===== src/rtl/pcm_lb_pkg.sv =====
package pcm_lb_pkg;

  typedef enum logic [1:0] {
    PH_IDLE = 2'd0,
    PH_SYNC = 2'd1,
    PH_DATA = 2'd2
  } lbPhase_e;

  // strobes from control to datapath, all valid in a single clock
  typedef struct packed {
    logic tick;      // bit boundary
    logic loadSync;  // first sync bit of a new frame
    logic loadWord;  // first bit of a data word
    logic shift;     // next bit of the current field
    logic frameEnd;  // last bit of the frame has been sent
  } lbStrobe_t;

endpackage


===== src/rtl/pcm_lb_ctrl.sv =====
module pcm_lb_ctrl
  import pcm_lb_pkg::*;
#(
  parameter int CLKS_PER_BIT = 4,
  parameter int SYNC_MAX     = 64,
  parameter int WORD_MAX     = 16,
  parameter int WORDS_MAX    = 255,
  localparam int SLW = $clog2(SYNC_MAX + 1),
  localparam int WLW = $clog2(WORD_MAX + 1),
  localparam int NWW = $clog2(WORDS_MAX + 1)
) (
  input  logic           clk,
  input  logic           rstN,
  input  logic           enable,
  input  logic [SLW-1:0] syncLen,
  input  logic [WLW-1:0] wordLen,
  input  logic [NWW-1:0] wordsPerFrame,
  output lbStrobe_t      strb,
  output logic [NWW-1:0] wordSel,
  output logic [WLW-1:0] wordLenQ
);

  localparam int DW  = (CLKS_PER_BIT > 1) ? $clog2(CLKS_PER_BIT) : 1;
  localparam int BLW = (SLW > WLW) ? SLW : WLW;

  logic [DW-1:0]  divCnt;
  logic           tick;
  lbPhase_e       phase;
  logic [BLW-1:0] bitLeft;
  logic [NWW-1:0] wordIdx;
  logic [NWW-1:0] nWordsQ;
  logic           lastBit;
  logic           frameDone;

  // bit-rate divider, free running
  always_ff @(posedge clk) begin
    if (!rstN) divCnt <= '0;
    else if (tick) divCnt <= '0;
    else divCnt <= divCnt + DW'(1);
  end
  assign tick = (divCnt == DW'(CLKS_PER_BIT - 1));

  assign lastBit   = (bitLeft == '0);
  assign frameDone = (phase == PH_DATA) && lastBit && (wordIdx == nWordsQ - NWW'(1));
  assign wordSel   = (phase == PH_SYNC) ? '0 : wordIdx + NWW'(1);

  always_comb begin
    strb      = '0;
    strb.tick = tick;
    if (tick) begin
      case (phase)
        PH_IDLE: strb.loadSync = enable;
        PH_SYNC: begin
          strb.loadWord = lastBit;
          strb.shift    = !lastBit;
        end
        PH_DATA: begin
          if (!lastBit) strb.shift = 1'b1;
          else if (!frameDone) strb.loadWord = 1'b1;
          else begin
            strb.frameEnd = 1'b1;
            strb.loadSync = enable;
          end
        end
        default: strb.loadSync = 1'b0;
      endcase
    end
  end

  always_ff @(posedge clk) begin
    if (!rstN) begin
      phase    <= PH_IDLE;
      bitLeft  <= '0;
      wordIdx  <= '0;
      nWordsQ  <= NWW'(1);
      wordLenQ <= WLW'(WORD_MAX);
    end else if (strb.loadSync) begin
      phase    <= PH_SYNC;
      bitLeft  <= BLW'(syncLen) - BLW'(1);
      wordLenQ <= wordLen;
      nWordsQ  <= wordsPerFrame;
    end else if (strb.loadWord) begin
      phase   <= PH_DATA;
      bitLeft <= BLW'(wordLenQ) - BLW'(1);
      wordIdx <= wordSel;
    end else if (strb.shift) begin
      bitLeft <= bitLeft - BLW'(1);
    end else if (strb.frameEnd) begin
      phase <= PH_IDLE;
    end
  end

  // a word index never runs past the latched word count
  a_r5_word_in_range: assert property (@(posedge clk) disable iff (!rstN)
    (phase == PH_DATA) |-> (wordIdx < nWordsQ));

  // a frame never starts while disabled
  a_r9_start_needs_enable: assert property (@(posedge clk) disable iff (!rstN)
    strb.loadSync |-> enable);

endmodule


===== src/rtl/pcm_lb_data.sv =====
module pcm_lb_data
  import pcm_lb_pkg::*;
#(
  parameter int          SYNC_MAX  = 64,
  parameter int          WORD_MAX  = 16,
  parameter int          WORDS_MAX = 255,
  parameter int          NCOUNT    = 8,
  parameter logic [15:0] FILL      = 16'h1234,
  localparam int SLW = $clog2(SYNC_MAX + 1),
  localparam int WLW = $clog2(WORD_MAX + 1),
  localparam int NWW = $clog2(WORDS_MAX + 1)
) (
  input  logic                clk,
  input  logic                rstN,
  input  lbStrobe_t           strb,
  input  logic [SYNC_MAX-1:0] syncPattern,
  input  logic [SLW-1:0]      syncLen,
  input  logic [WLW-1:0]      wordLenQ,
  input  logic [NWW-1:0]      wordSel,
  output logic                serData,
  output logic                bitStrobe,
  output logic                frameStart
);

  logic [SYNC_MAX-1:0] shReg;
  logic [WORD_MAX-1:0] frameCnt;
  logic [WORD_MAX-1:0] wordMask;
  logic [WORD_MAX-1:0] wordVal;
  logic [WORD_MAX-1:0] wordAligned;
  logic [SYNC_MAX-1:0] wordLoad;
  logic [SYNC_MAX-1:0] syncLoad;
  logic                emit;

  assign wordMask    = WORD_MAX'((32'd1 << wordLenQ) - 32'd1);
  assign wordVal     = ((wordSel < NWW'(NCOUNT)) ? frameCnt + WORD_MAX'(wordSel)
                                                 : WORD_MAX'(FILL)) & wordMask;
  assign wordAligned = wordVal << (WLW'(WORD_MAX) - wordLenQ);
  assign wordLoad    = {wordAligned, {(SYNC_MAX - WORD_MAX){1'b0}}};
  assign syncLoad    = syncPattern << (SLW'(SYNC_MAX) - syncLen);
  assign emit        = strb.loadSync | strb.loadWord | strb.shift;

  always_ff @(posedge clk) begin
    if (!rstN) begin
      shReg      <= '0;
      serData    <= 1'b0;
      bitStrobe  <= 1'b0;
      frameStart <= 1'b0;
      frameCnt   <= '0;
    end else begin
      bitStrobe <= emit;
      if (strb.frameEnd) frameCnt <= frameCnt + WORD_MAX'(1);
      if (strb.tick) begin
        frameStart <= strb.loadSync;
        if (strb.loadSync) begin
          serData <= syncLoad[SYNC_MAX-1];
          shReg   <= syncLoad << 1;
        end else if (strb.loadWord) begin
          serData <= wordLoad[SYNC_MAX-1];
          shReg   <= wordLoad << 1;
        end else if (strb.shift) begin
          serData <= shReg[SYNC_MAX-1];
          shReg   <= shReg << 1;
        end else begin
          serData <= 1'b0;
        end
      end
    end
  end

  // a strobe never lasts two clocks
  a_r2_strobe_single: assert property (@(posedge clk) disable iff (!rstN)
    bitStrobe |=> !bitStrobe);

  // a frame start puts the marker up together with a bit strobe
  a_r4_marker_on_start: assert property (@(posedge clk) disable iff (!rstN)
    strb.loadSync |=> (frameStart && bitStrobe));

  // the frame counter steps by exactly one per finished frame
  a_r6_count_step: assert property (@(posedge clk) disable iff (!rstN)
    strb.frameEnd |=> (frameCnt == $past(frameCnt) + WORD_MAX'(1)));

endmodule


===== src/rtl/pcm_loopback_gen.sv =====
module pcm_loopback_gen
  import pcm_lb_pkg::*;
#(
  parameter int CLKS_PER_BIT = 4,
  parameter int SYNC_MAX     = 64,
  parameter int WORD_MAX     = 16,
  parameter int WORDS_MAX    = 255,
  localparam int SLW = $clog2(SYNC_MAX + 1),
  localparam int WLW = $clog2(WORD_MAX + 1),
  localparam int NWW = $clog2(WORDS_MAX + 1)
) (
  input  logic                clk,
  input  logic                rstN,
  input  logic                enable,
  input  logic [SYNC_MAX-1:0] syncPattern,
  input  logic [SLW-1:0]      syncLen,
  input  logic [WLW-1:0]      wordLen,
  input  logic [NWW-1:0]      wordsPerFrame,
  output logic                serData,
  output logic                bitStrobe,
  output logic                frameStart
);

  lbStrobe_t      strb;
  logic [NWW-1:0] wordSel;
  logic [WLW-1:0] wordLenQ;

  pcm_lb_ctrl #(
    .CLKS_PER_BIT(CLKS_PER_BIT), .SYNC_MAX(SYNC_MAX),
    .WORD_MAX(WORD_MAX), .WORDS_MAX(WORDS_MAX)
  ) u_ctrl (
    .clk(clk), .rstN(rstN), .enable(enable), .syncLen(syncLen),
    .wordLen(wordLen), .wordsPerFrame(wordsPerFrame),
    .strb(strb), .wordSel(wordSel), .wordLenQ(wordLenQ)
  );

  pcm_lb_data #(
    .SYNC_MAX(SYNC_MAX), .WORD_MAX(WORD_MAX), .WORDS_MAX(WORDS_MAX)
  ) u_data (
    .clk(clk), .rstN(rstN), .strb(strb), .syncPattern(syncPattern),
    .syncLen(syncLen), .wordLenQ(wordLenQ), .wordSel(wordSel),
    .serData(serData), .bitStrobe(bitStrobe), .frameStart(frameStart)
  );

endmodule


===== config.mk =====
export PLATFORM = sky130hd
export DESIGN_NAME = pcm_loopback_gen
export DESIGN_NICKNAME = d
export VERILOG_FILES = /design/src/rtl/pcm_lb_pkg.sv /design/src/rtl/pcm_lb_ctrl.sv /design/src/rtl/pcm_lb_data.sv /design/src/rtl/pcm_loopback_gen.sv
export SDC_FILE = /design/constraint.sdc
export NUM_CORES = 1
export LEC_CHECK = 0
export ABC_AREA = 1
export BUFFER_PORTS_ARGS = -buffer_cell sky130_fd_sc_hd__buf_2
export CELL_PAD_IN_SITES_DETAIL_PLACEMENT = 1
export CELL_PAD_IN_SITES_GLOBAL_PLACEMENT = 1
export CORE_MARGIN = 4
export CORE_UTILIZATION = 38
export CTS_CLUSTER_DIAMETER = 80
export DETAILED_ROUTE_END_ITERATION = 8
export GPL_ROUTABILITY_DRIVEN = 1
export PLACE_DENSITY = 0.83
export SYNTH_ARGS = -nofsm -noshare
export SYNTH_HDL_FRONTEND = slang
export SYNTH_HIERARCHICAL = 1
export SYNTH_SLANG_ARGS = --single-unit

===== constraint.sdc =====
create_clock -name clk -period 3.5 [get_ports clk]
set_input_delay 1.05 -clock clk [delete_from_list [all_inputs] [get_ports clk]]
set_output_delay 1.05 -clock clk [all_outputs]
set_load 0.01 [all_outputs]

==> results.json <==
{
  "hpwl_mm": 33.5,
  "setup_violations": 0,
  "grt_pass1_vias": 13796,
  "first_iter_violations": 1279,
  "max_cap_viol_count": 0,
  "clkSinkCount": 114,
  "critPathArrivalTime_ns": 3.67,
  "synth_most_common_cell": "nand2_1",
  "core-area_sq_um": 28900,
  "final_max_slew_viol_count": 0,
  "rr_startpoint": "u_ctrl/nWordsQ[1]",
  "root_buffer": "clkbuf_16",
  "drive_gt1_frac": 0.142,
  "diodes": 0,
  "endpoint_kind": "flop",
  "critical_path.max_stage_delay_ns": 0.36,
  "die_y_um": 180,
  "async_flop_share": 0,
  "synth.top_cell.area_share": 0.207,
  "synth_area_leaders": "nand2_1, dfxtp_1, o21ai_0",
  "via_count": 14220,
  "min-delay-start": "u_ctrl/divCnt[0]",
  "via_per_inst": 5.79,
  "postRouteAntennaNets": 0,
  "io_pins": 90,
  "syn_nets": 2106,
  "clk_pin_slew_worst_paths_ns": 0.06,
  "synth-seq-area-share": 0.203,
  "syn_avg_cell_area_sq_um": 5.63,
  "reg2reg_depth": 24,
  "busiest_layer": "met2",
  "yosysTopAreaCell": "nand2_1",
  "yosys-top-cells-count": "nand2_1, o21ai_0, nand3_1",
  "cts_tree": "yes",
  "firstDrtPassIters": 5,
  "clockBufferDepth": 2,
  "wl_per_cell_um": 18.6,
  "cp_cell_sequence": "inv_1, ha_4, inv_1, nand2_1, nand2_1, nor2_1, nand3_1, nor2_1, nand2_1, nor2_4, nand3_4, nor2_2, buf_4, inv_1, nor2_2, inv_1, nor2_2, nand2_2, nor2_4, nand3_4, nor2_4, nand2_1, nor4_2, nor3_1",
  "grtUsageMet3": 0.0281,
  "synth_area_sq_um": 11200,
  "clock.fmax_mhz": 298,
  "worst_pin_slew_ns": 0.711,
  "cts_made_buffers": 17,
  "final_hold_viol_count": 0,
  "yosys_warnings": 6,
  "gr-usage-met1": 0.386,
  "cpMaxStageDelayCell": "dfxtp_1",
  "crit_start": "u_ctrl/nWordsQ[1]",
  "synth_edf_count": 0,
  "grt_max_degree": 77,
  "finish.cell_count_without_fillers": 2455,
  "worstSetupPathType": "flop to flop",
  "cts_hold_buffers": 0,
  "nFillCells": 4040,
  "critPathLaunchType": "flop",
  "fin_crit_ns": 3.36,
  "dp.cells": 2415,
  "drc": 0,
  "post-route-period-util": 0.960,
  "endpoint": "u_data/frameCnt[15]",
  "ir_drop_uv": 249,
  "initial_utilization": 0.388,
  "leakage_nw": 5.99,
  "htreeDepth": 4,
  "clock_latency_ns": 0.43,
  "reg2reg_slack_ns": 0.14,
  "die_w_um": 180,
  "place.gp.congestion": 0.936,
  "slew_headroom": 0.522,
  "outcome": "finished clean",
  "die_area_sq_um": 32300,
  "syn2layout_area_growth_pct": 17.5,
  "nets": 2172,
  "crit_path_max_fanout": 4,
  "r2r-end": "u_data/frameCnt[15]",
  "syn_inst": 1992,
  "min_path_cells": 1,
  "skew_ns": 0.0115,
  "antenna_found_initial": 0,
  "netlist-cell-type-count": 52,
  "rows": 62,
  "grt_pass1_wl_mm": 72.2,
  "met2_usage": 0.415,
  "totalWireLength_mm": 45.7,
  "required_ns": 3.81,
  "grt_usage": 0.265,
  "finalSetupTns_ns": 0,
  "power-per-cell-area_nw_per_um2": 346,
  "ys_ff_latch": 114,
  "synth_ff_type": "dfxtp_1",
  "io_buffers": 89,
  "hold_class": "flop to flop",
  "overflow": 0
}
## metrics by stage
stage                util  power, mW  instance area (sq um)  hold WS (ns)  setup slack [ns]
CTS                 0.448       4.51                  13000         0.452            0.0158
detailed placement  0.426       2.65                  12300         0.444            -0.171
finish              0.456       4.56                  13200         0.455             0.139
global placement    0.426       2.61                  12300         0.418       -0.00000111
global route        0.456       4.78                  13200         0.469            -0.117
floorplan               -       2.17                  11200         0.408           0.00225
## cells by family after synthesis
kind of cell | share of synthesized area
AO/OA/AOI/OAI | 0.232
XOR/XNOR | 0.0202
adder cells (fa/ha/maj) | 0.0308
buffers and inverters | 0.0993
flip-flops | 0.203
multiplexers | 0.0178
AND/OR/NAND/NOR | 0.397
## cell type report
type | instances | area (sq um) | area share
timing repair buffer | 168 | 1170 | 0.0888
clock buffer | 20 | 457 | 0.0346
clock inverter | 12 | 156 | 0.0119
sequential | 114 | 2290 | 0.173
multi-input combinational | 1603 | 8050 | 0.611
tap | 384 | 480 | 0.0364
inverter | 154 | 578 | 0.0438
## critical path: cells and delay by family (launching register included)
| family | cells | cell delay [ns] |
|---|---|---|
| fa+ha+maj | 1 | 0.29 |
| buf+inv | 5 | 0.45 |
| flops | 1 | 0.36 |
| simple gates | 18 | 2.15 |
## flip-flops by register name, summed over array words and instances, names as in the netlist
register and count:
u_ctrl/bitLeft 7, u_ctrl/divCnt 2, u_ctrl/nWordsQ 8, u_ctrl/phase 2, u_ctrl/wordIdx 8, u_ctrl/wordLenQ 5
u_data/bitStrobe 1, u_data/frameCnt 16, u_data/frameStart 1, u_data/serData 1, u_data/shReg 63
## metal layers
layer  vias to the layer above  routed length, um  part of all wire
met5                         -                  0                 0
met4                         0               1110             0.024
met3                        84               2250             0.049
met2                       494              20800              0.46
met1                      6858              21500              0.47
li1                       6784                  -                 -
## cell usage in the layout, fill, tap and decap left out, drive strengths merged, types with 5 or more instances in the layout
cell,instances
dfxtp,114
or2,8
clkinv,6
buf,168
nand4,18
o211ai,14
a22oi,14
and2,5
clkbuf,20
nor2,139
a41oi,6
nor3,21
inv,153
a31oi,21
nand2,627
ha,26
xor2,18
a21oi,156
o21ai,250
xnor2,7
nand3,228
mux2i,20
## worst min-delay path by stage
stage                       end  slack [ns]
3_5_place_dp   u_ctrl/divCnt[0]        0.44
2_1_floorplan  u_ctrl/divCnt[0]        0.41
6_report       u_ctrl/divCnt[0]        0.45
5_1_grt        u_ctrl/divCnt[0]        0.47
4_1_cts        u_ctrl/divCnt[0]        0.45
3_3_place_gp   u_ctrl/divCnt[0]        0.42
## power by group
group	switching (mW)	internal, mW
registers	0.0158	1.32
clock network	0.717	1.16
logic	0.914	0.438
total	1.65	2.91
## what timing repair did
item | 4_1_cts | 5_1_grt
resized for setup | 5 | 49
pin swaps | 1 | 12
buffers inserted | 0 | 8
endpoints found under the setup margin | 4 | 17
No activity file was read; power rests on OpenSTA's default activity.
